<file path="config.mk">
export PLATFORM = sky130hd
export DESIGN_NAME = pipe_hazard_ctrl
export DESIGN_NICKNAME = d
export VERILOG_FILES = /design/src/rtl/phc_pkg.sv /design/src/rtl/phc_fwd_pick.sv /design/src/rtl/phc_extra_cycle.sv /design/src/rtl/phc_stall_ctrl.sv /design/src/rtl/pipe_hazard_ctrl.sv
export SDC_FILE = /design/constraint.sdc
export NUM_CORES = 1
export LEC_CHECK = 0
export BUFFER_PORTS_ARGS = -buffer_cell sky130_fd_sc_hd__buf_2
export CAP_MARGIN = 10
export CORE_MARGIN = 3
export CORE_UTILIZATION = 37
export DETAILED_ROUTE_END_ITERATION = 6
export HOLD_SLACK_MARGIN = 0.08
export PLACE_DENSITY = 0.84
export SETUP_SLACK_MARGIN = 0.3
export SLEW_MARGIN = 10
export SYNTH_ARGS = -nofsm -noshare
export SYNTH_HDL_FRONTEND = slang
export SYNTH_HIERARCHICAL = 1
export SYNTH_SLANG_ARGS = --single-unit
</file>
<file path="constraint.sdc">
create_clock -name clk -period 1.65 [get_ports clk]
set_clock_uncertainty 0.1 [all_clocks]
set_input_delay 0.2475 -clock clk [delete_from_list [all_inputs] [get_ports clk]]
set_output_delay 0.2475 -clock clk [all_outputs]
set_load 0.03 [all_outputs]
</file>
<file path="src/rtl/phc_pkg.sv">
// Shared definitions for the pipeline hazard controller.
// Assumes a single register namespace in which register 0 never carries a dependency.
package phc_pkg;
    // Operand source selection code driven onto the datapath bypass muxes.
    typedef enum logic [1:0] {
        FWD_RF = 2'b00,   // value read from the register file
        FWD_EX = 2'b01,   // result Execute produced last cycle (now in Writeback)
        FWD_WB = 2'b10    // result that was written back last cycle
    } fwd_sel_e;
endpackage

</file>
<file path="src/rtl/phc_fwd_pick.sv">
// Chooses the bypass source for one register read.
// Assumes the near producer is younger than the far producer, so the near one wins a tie.
module phc_fwd_pick #(
    parameter int AW = 5
) (
    input  logic                 need,
    input  logic [AW-1:0]        src,
    input  logic                 near_wr,
    input  logic [AW-1:0]        near_dst,
    input  logic                 far_wr,
    input  logic [AW-1:0]        far_dst,
    output phc_pkg::fwd_sel_e    sel
);
    import phc_pkg::*;

    // Priority match: youngest writer first, register 0 never matches.
    always_comb begin
        sel = FWD_RF;
        if (need && (src != '0)) begin
            if (near_wr && (near_dst == src)) begin
                sel = FWD_EX;
            end else if (far_wr && (far_dst == src)) begin
                sel = FWD_WB;
            end
        end
    end
endmodule

</file>
<file path="src/rtl/phc_extra_cycle.sv">
// Tracks whether a decode stage has already spent its one extra cycle on the
// instruction it holds. Assumes the stage keeps its instruction while held.
module phc_extra_cycle (
    input  logic clk,
    input  logic rst_n,
    input  logic occupied,
    input  logic hard,
    input  logic held,
    input  logic clear,
    output logic busy
);
    logic done_q;

    // Remember that one held cycle has elapsed; forget on advance or flush.
    always_ff @(posedge clk) begin
        if (!rst_n) begin
            done_q <= 1'b0;
        end else if (clear || !held) begin
            done_q <= 1'b0;
        end else if (occupied && hard) begin
            done_q <= 1'b1;
        end
    end

    // The stage still needs its extra cycle.
    assign busy = occupied && hard && !done_q;
endmodule

</file>
<file path="src/rtl/phc_stall_ctrl.sv">
// Turns the stall causes into per-stage holds and bubbles.
// Assumes a held stage also holds every stage behind it, and a flush cancels all holds.
module phc_stall_ctrl (
    input  logic d1_busy,
    input  logic d2_busy,
    input  logic addr_hazard,
    input  logic flush,
    output logic hold_f,
    output logic hold_d1,
    output logic hold_d2,
    output logic bubble_d2,
    output logic bubble_ex
);
    logic d2_stop;
    logic d1_stop;

    // Combine causes, letting a flush win and stalls propagate to older stages.
    always_comb begin
        d2_stop   = (d2_busy || addr_hazard) && !flush;
        d1_stop   = (d1_busy || d2_stop) && !flush;
        hold_d2   = d2_stop;
        hold_d1   = d1_stop;
        hold_f    = d1_stop;
        bubble_ex = d2_stop;
        bubble_d2 = d1_stop && !d2_stop;
    end
endmodule

</file>
<file path="src/rtl/pipe_hazard_ctrl.sv">
// Hazard controller for a Fetch / Decode1 / Decode2 / Execute / Writeback pipeline.
// Produces holds, bubbles, flushes, the branch redirect and the bypass selects.
// Assumes the datapath applies holds and flushes at the next clock edge and that
// the register file is written at the end of Writeback.
module pipe_hazard_ctrl #(
    parameter int AW = 5
) (
    input  logic          clk,
    input  logic          rst_n,
    input  logic          d1_valid,
    input  logic          d1_multi_op,
    input  logic          d2_valid,
    input  logic          d2_addr_uses_reg,
    input  logic [AW-1:0] d2_addr_reg,
    input  logic          d2_has_index,
    input  logic          d2_disp_and_imm,
    input  logic          ex_valid,
    input  logic [AW-1:0] ex_src_a,
    input  logic [AW-1:0] ex_src_b,
    input  logic          ex_uses_b,
    input  logic          ex_is_store,
    input  logic [AW-1:0] ex_dst,
    input  logic          ex_writes,
    input  logic          ex_is_branch,
    input  logic          ex_taken,
    input  logic          wb_valid,
    input  logic [AW-1:0] wb_dst,
    input  logic          wb_writes,
    output logic          hold_f,
    output logic          hold_d1,
    output logic          hold_d2,
    output logic          bubble_d2,
    output logic          bubble_ex,
    output logic          flush_f,
    output logic          flush_d1,
    output logic          flush_d2,
    output logic          fetch_target_req,
    output logic          redirect_to_target,
    output logic [1:0]    ex_a_sel,
    output logic [1:0]    ex_b_sel,
    output logic [1:0]    d2_addr_sel
);
    import phc_pkg::*;

    localparam int NUM_DEC = 2;   // Decode1, Decode2
    localparam int NUM_RD  = 3;   // operand A, operand B, address base

    logic          taken_q_free;
    logic          ret_wr_q;
    logic [AW-1:0] ret_dst_q;
    logic          addr_hazard;

    logic [NUM_DEC-1:0] dec_occ;
    logic [NUM_DEC-1:0] dec_hard;
    logic [NUM_DEC-1:0] dec_held;
    logic [NUM_DEC-1:0] dec_busy;

    logic [NUM_RD-1:0]  rd_need;
    logic [AW-1:0]      rd_src [NUM_RD];
    fwd_sel_e           rd_sel [NUM_RD];

    // Branch resolution: predict not taken, redirect and flush on taken.
    always_comb begin
        fetch_target_req   = ex_valid && ex_is_branch;
        taken_q_free       = ex_valid && ex_is_branch && ex_taken;
        redirect_to_target = taken_q_free;
        flush_f            = taken_q_free;
        flush_d1           = taken_q_free;
        flush_d2           = taken_q_free;
    end

    // Remember what left Writeback last cycle, for the second bypass source.
    always_ff @(posedge clk) begin
        if (!rst_n) begin
            ret_wr_q  <= 1'b0;
            ret_dst_q <= '0;
        end else begin
            ret_wr_q  <= wb_valid && wb_writes;
            ret_dst_q <= wb_dst;
        end
    end

    // Address base needed in Decode2 while its producer is still in Execute.
    always_comb begin
        addr_hazard = d2_valid && d2_addr_uses_reg && (d2_addr_reg != '0)
                   && ex_valid && ex_writes && (ex_dst == d2_addr_reg);
    end

    // Decode stage descriptors, index 0 = Decode1, index 1 = Decode2.
    assign dec_occ  = {d2_valid, d1_valid};
    assign dec_hard = {d2_has_index || d2_disp_and_imm, d1_multi_op};
    assign dec_held = {hold_d2, hold_d1};

    // One extra-cycle tracker per decode stage.
    for (genvar g = 0; g < NUM_DEC; g++) begin : g_dec
        phc_extra_cycle u_extra (
            .clk      (clk),
            .rst_n    (rst_n),
            .occupied (dec_occ[g]),
            .hard     (dec_hard[g]),
            .held     (dec_held[g]),
            .clear    (taken_q_free),
            .busy     (dec_busy[g])
        );
    end

    phc_stall_ctrl u_stall (
        .d1_busy     (dec_busy[0]),
        .d2_busy     (dec_busy[1]),
        .addr_hazard (addr_hazard),
        .flush       (taken_q_free),
        .hold_f      (hold_f),
        .hold_d1     (hold_d1),
        .hold_d2     (hold_d2),
        .bubble_d2   (bubble_d2),
        .bubble_ex   (bubble_ex)
    );

    // Register reads to forward, index 0 = A, 1 = B / store data, 2 = address.
    assign rd_need   = {d2_valid && d2_addr_uses_reg,
                        ex_valid && (ex_uses_b || ex_is_store),
                        ex_valid};
    assign rd_src[0] = ex_src_a;
    assign rd_src[1] = ex_src_b;
    assign rd_src[2] = d2_addr_reg;

    // One bypass picker per register read; all share the same producer set.
    for (genvar r = 0; r < NUM_RD; r++) begin : g_rd
        phc_fwd_pick #(.AW(AW)) u_pick (
            .need     (rd_need[r]),
            .src      (rd_src[r]),
            .near_wr  (wb_valid && wb_writes),
            .near_dst (wb_dst),
            .far_wr   (ret_wr_q),
            .far_dst  (ret_dst_q),
            .sel      (rd_sel[r])
        );
    end

    assign ex_a_sel    = rd_sel[0];
    assign ex_b_sel    = rd_sel[1];
    assign d2_addr_sel = rd_sel[2];
endmodule

</file>
After elaboration in Yosys (flattened, before gate mapping) --
Cells that the tools add are included.
Word-level totals: output and inout port bits 16, word-level logic and storage cells 61, memories 0, input bits 41, bits in read-only memories 0, bits in registers 8, latch bits 0, bits in writable memories 0
Cells by class: mux-type cells 9, div/mod/pow operators 0, reduce and logical (&&, ||, !) cells 40, $add $sub $neg 0, multiply operators 0, bitwise operators 1, equality and inequality tests 7, order comparisons 0, shifts and indexed selects 0
Operators by type and width (count):
- 5-bit == test | 7
- 1-bit logical AND | 24
- 2-bit 2-to-1 mux | 9
- 5-bit nonzero test | 3
- 1-bit logical OR | 6
- 1-bit logical NOT | 5
- 2-bit OR reduction | 2
- 1-bit inverter | 1

Logic depth before layout (Yosys ltp) --
word-level depth 12, mapped depth 8, mapped depth without buffers 7

By module --
The synthesis kept the hierarchy.
Modules (own cells, without submodules):
- phc_fwd_pick | instances 3, cells each 18, area each 146.4 µm², seq. area each 0.0 µm²
- pipe_hazard_ctrl | instances 1, cells each 31, area each 290.3 µm², seq. area each 120.1 µm²
- phc_extra_cycle | instances 2, cells each 6, area each 46.3 µm², seq. area each 20.0 µm²
- phc_stall_ctrl | instances 1, cells each 7, area each 46.3 µm², seq. area each 0.0 µm²

Worst setup path after synthesis --
No wires, ideal clock.
kind input -> output, start point input d2_addr_reg[3], end point output hold_f, required time 1.302 ns, buffers on the path 1, slack -0.584 ns, data arrival time 1.887 ns, cell stages on the path 6, path through xnor2_1 -> nand3_1 -> a2111oi_1 -> nor3_1 -> nor2_1 -> buf_4
Between the ends: cells in the longest elaborated chain, start to end 9, elaborated cells between the ends (all ways) 10
Ends and longest elaborated chain:
- from (decl) | line pipe_hazard_ctrl.sv:14 | input logic [AW-1:0] d2_addr_reg,
- 5-bit nonzero test | line pipe_hazard_ctrl.sv:85 | addr_hazard = d2_valid && d2_addr_uses_reg && (d2_addr_reg != '0)
- 1-bit logical AND | line pipe_hazard_ctrl.sv:85
- 1-bit logical AND (2 in a row) | line pipe_hazard_ctrl.sv:86 | && ex_valid && ex_writes && (ex_dst == d2_addr_reg);
- 1-bit logical AND * | line pipe_hazard_ctrl.sv:86
- named net addr_hazard | line pipe_hazard_ctrl.sv:51 | logic addr_hazard;
- 1-bit logical OR * | line phc_stall_ctrl.sv:19 | d2_stop = (d2_busy || addr_hazard) && !flush;
- 1-bit logical AND * | line phc_stall_ctrl.sv:19
- 1-bit logical OR * | line phc_stall_ctrl.sv:20 | d1_stop = (d1_busy || d2_stop) && !flush;
- 1-bit logical AND * | line phc_stall_ctrl.sv:20
- to (decl) | line pipe_hazard_ctrl.sv:29 | output logic hold_f,
Mark *: on every way through the listed nets, which the timed path passes. The rest lies on a longest branch.

Worst setup path in the final report --
start point register ret_dst_q[2], end point output d2_addr_sel[1]
Between the ends: cells in the longest elaborated chain, start to end 5
Ends and longest elaborated chain:
- from (decl) | line pipe_hazard_ctrl.sv:50 | logic [AW-1:0] ret_dst_q;
- from (signal assigned) | line pipe_hazard_ctrl.sv:79 | ret_dst_q <= wb_dst;
- 5-bit == test | line phc_fwd_pick.sv:22 | end else if (far_wr && (far_dst == src)) begin
- 1-bit logical AND | line phc_fwd_pick.sv:22
- 2-bit 2-to-1 mux | line phc_fwd_pick.sv:22
- 2-bit 2-to-1 mux | line phc_fwd_pick.sv:20 | if (near_wr && (near_dst == src)) begin
- 2-bit 2-to-1 mux | line phc_fwd_pick.sv:19 | if (need && (src != '0)) begin
- to (decl) | line pipe_hazard_ctrl.sv:41 | output logic [1:0] d2_addr_sel
No other way between the ends.

==> results.md <==
* Share of layout cells above drive strength 1 at approximately two thirds
* Leakage power at about 0.79 nW
* Critical path class: flip-flop to primary output
* Ports at 57
* Top cell type by total area after synthesis: xor2_1
* Final setup margin at -292 ps
* Starting density of the core at between 40% and 50%
* Share of the synthesized area in the top cell type at between 20 and 30%
* Fmax at ~500 MHz
* HP Class: input pin to flip-flop
* Routed vias at 1118
* Pre-CTS setup slack at -281 ps
* Met3 usage at 4.09%
* Clock latency at the later pin of the worst-skew pair at approximately 260 ps
* Min cycle time layout at approximately 2000 ps
* Syn_nets at 145
* FILL cells at roughly 100
* Outcome: complete, but fails checks
* CP Capture Type: primary output
* Final antenna-violating net count at 0
* Met1 Use GR at ~25%
* Cell area power density at ~440 nW/um^2
* Synth async-reset ratio at 0%
* Delay of the slowest critical-path stage at 350 ps
* Final Slew Violations at 0
* Total global routing overflow at 0
* Syn_area_per_cell at between 8 and 9 um^2
* Drt total wl at around 3.7 mm
* First-pass GRT wire length at just over 5 mm
* Crit path cell chain: xor2_1 -> nor4_2 -> nand3_1 -> nor3b_4 -> buf_6
* Top delay family on crit path: simple AND/OR/NAND/NOR gates
* Crit path max-delay cell type: dfxtp_1
* Die H at 54.4 um
* Total power at between 0.8 and 0.9 mW
* Die width at approximately 54 um
* Failing checks: setup timing
* Post-Syn Instances at between 100 and 150
* Fin crit share at 118%
* Die footprint at 2960 um^2
* Placement row count at 16
* First drt pass iteration count at 4
* Count leader, synth: xor2_1
* M2 GR Usage at 49.6%
* Sum Neg Setup Slack at -1490 ps
* Core area at approximately 2100 um^2
* Vias per cell at about 5.4
* Critical Path AT at around 1600 ps
* Nets at roughly 220
* Synthesis warning total at 6
* CP Launch Type: flip-flop
* CTS tree: built
* Sequential-to-total area share from yosys stat at 18.4%
* Worst-path maximum fanout at 3
* Seq cells post-synth at 8
* Ant. Diodes at 0
* Mapped cell area at roughly 870 um^2
* Final hold vios at 0
* Top FF cell, synth: dfxtp_1
* Vias in the first global route at 1139
* Max_cap viols at 0
* Total global routing track utilization at between 20% and 30%
* Final Util at approximately 88%
* CTS Hold Bufs at 0
* Worst vdd ir at between 300 and 400 uV
* Inserted Clock Buffers at 3
* Max-slew headroom at 71.3%
* Yosys cell types at 21
* Global route hottest layer: met2
* 1st-iter DRT viols at 20
* Layout area overhead at 110%
* Top cells by area, synth: xor2_1 25%, dfxtp_1 18%, xnor2_1 9.1%
* Clock-pin slew of the registers on the worst-case setup and hold paths at roughly 60 ps
* Data required time of the worst path at approximately 1300 ps
* CP Buf/Inv Count at 1
* EDFF count, synth at 0
* Worst-margin pin slew at between 400 and 500 ps
* RePlAce Congestion at approximately 0.86
* H-tree depth at 1
* Final setup viols at 9
* Worst-case clock buffer depth at 2
* Port Buffer Count at between 50 and 60
* Largest net degree at the start of global routing at 9
* CTS Sinks at 8
* Antenna violations before repair at 0
* HPWL after DPL at 2.43 mm
* RSZ-0062 raised after global routing: yes
* WL/cell at approximately 18 um
* Drc violations at 0
* Post-synth top cells: 25 x xor2_1, 9 x nor2_1, 9 x xnor2_1
* Root buf cell: clkbuf_4
[stage by stage]
step / cells / hold WS (ps) / instance area, um^2
after floorplan: 104 / 269 / 1020
after global placement: 198 / 382 / 1420
after detailed placement: 198 / 405 / 1420
after CTS: 204 / 138 / 1700
after global routing: 207 / 143 / 1830
final: 207 / 143 / 1830
[state kept, by name, indices dropped and copies added, names as in the netlist]
name	cells
g_dec.u_extra/done_q	2
ret_dst_q	5
ret_wr_q	1
[final timing paths]
path,depth (start not counted),startpoint,to,slack (ps)
setup / recovery,5,ret_dst_q[2]$_SDFF_PN0_,d2_addr_sel[1],-290
hold / removal,2,wb_writes,ret_wr_q$_SDFF_PN0_,140
setup reg to reg,8,g_dec[1].u_extra/done_q$_SDFFE_PP0P_,g_dec[1].u_extra/done_q$_SDFFE_PP0P_,140
hold reg to reg,2,g_dec[0].u_extra/done_q$_SDFFE_PP0P_,g_dec[0].u_extra/done_q$_SDFFE_PP0P_,460
[what timing repair did]
item,in CTS,in global routing
pin swaps,29,16
buffers inserted,3,3
endpoints found under the setup margin,17,17
resized for setup,66,26
[logic make-up (layout without fill, tap and decap cells)]
group / count (synthesis) / in the layout / synth area share [%]
and+or+nand+nor: 49 / 49 / 35.7
xor gates and xnor gates: 34 / 34 / 34.3
AOI/OAI and AO/OA: 8 / 8 / 7.21
DFF: 8 / 8 / 18.4
buffers and inverters: 5 / 81 / 4.32
[report_power, final]
part / internal (mW) / total [mW] / switching, mW / leakage, nW
sequential: 0.204 / 0.215 / 0.0119 / 0.0669
clock: 0.0839 / 0.160 / 0.0759 / 0.0138
combinational: 0.223 / 0.433 / 0.211 / 0.707
[layout make-up]
class | count | area (um^2) | share of cell area, %
clock buffers | 3 | 22.5 | 1.23
flip-flops and latches | 8 | 164 | 8.98
well taps | 27 | 33.8 | 1.85
multi-input cells | 91 | 901 | 49.3
repair buffers | 78 | 704 | 38.6
[layer usage]
| metal | vias to the layer above | share of wire [%] |
|---|---|---|
| met5 | - | 0 |
| met4 | 0 | 4.7 |
| met3 | 19 | 8.2 |
| met2 | 71 | 52 |
| met1 | 521 | 35 |
| li1 | 507 | - |
[cells in the final DEF (no fill, tap or decap), types with 2 or more instances in the layout]
cell type / n
clkbuf_4: 3
nand3_1: 6
xor2_1: 21
nor3_2: 3
nor2_1: 2
dfxtp_2: 3
buf_2: 24
o21ai_4: 3
nor3b_4: 3
nor4_2: 3
buf_4: 15
a21oi_1: 2
nand2_1: 4
nor2_2: 2
dfxtp_1: 5
nor2_4: 5
nor4_1: 3
xnor2_1: 6
buf_12: 2
buf_8: 4
xnor2_2: 3
nand3_2: 2
or4_4: 3
buf_6: 33
and2_1: 7
xor2_2: 4
Power figures use the tool's default switching activity.
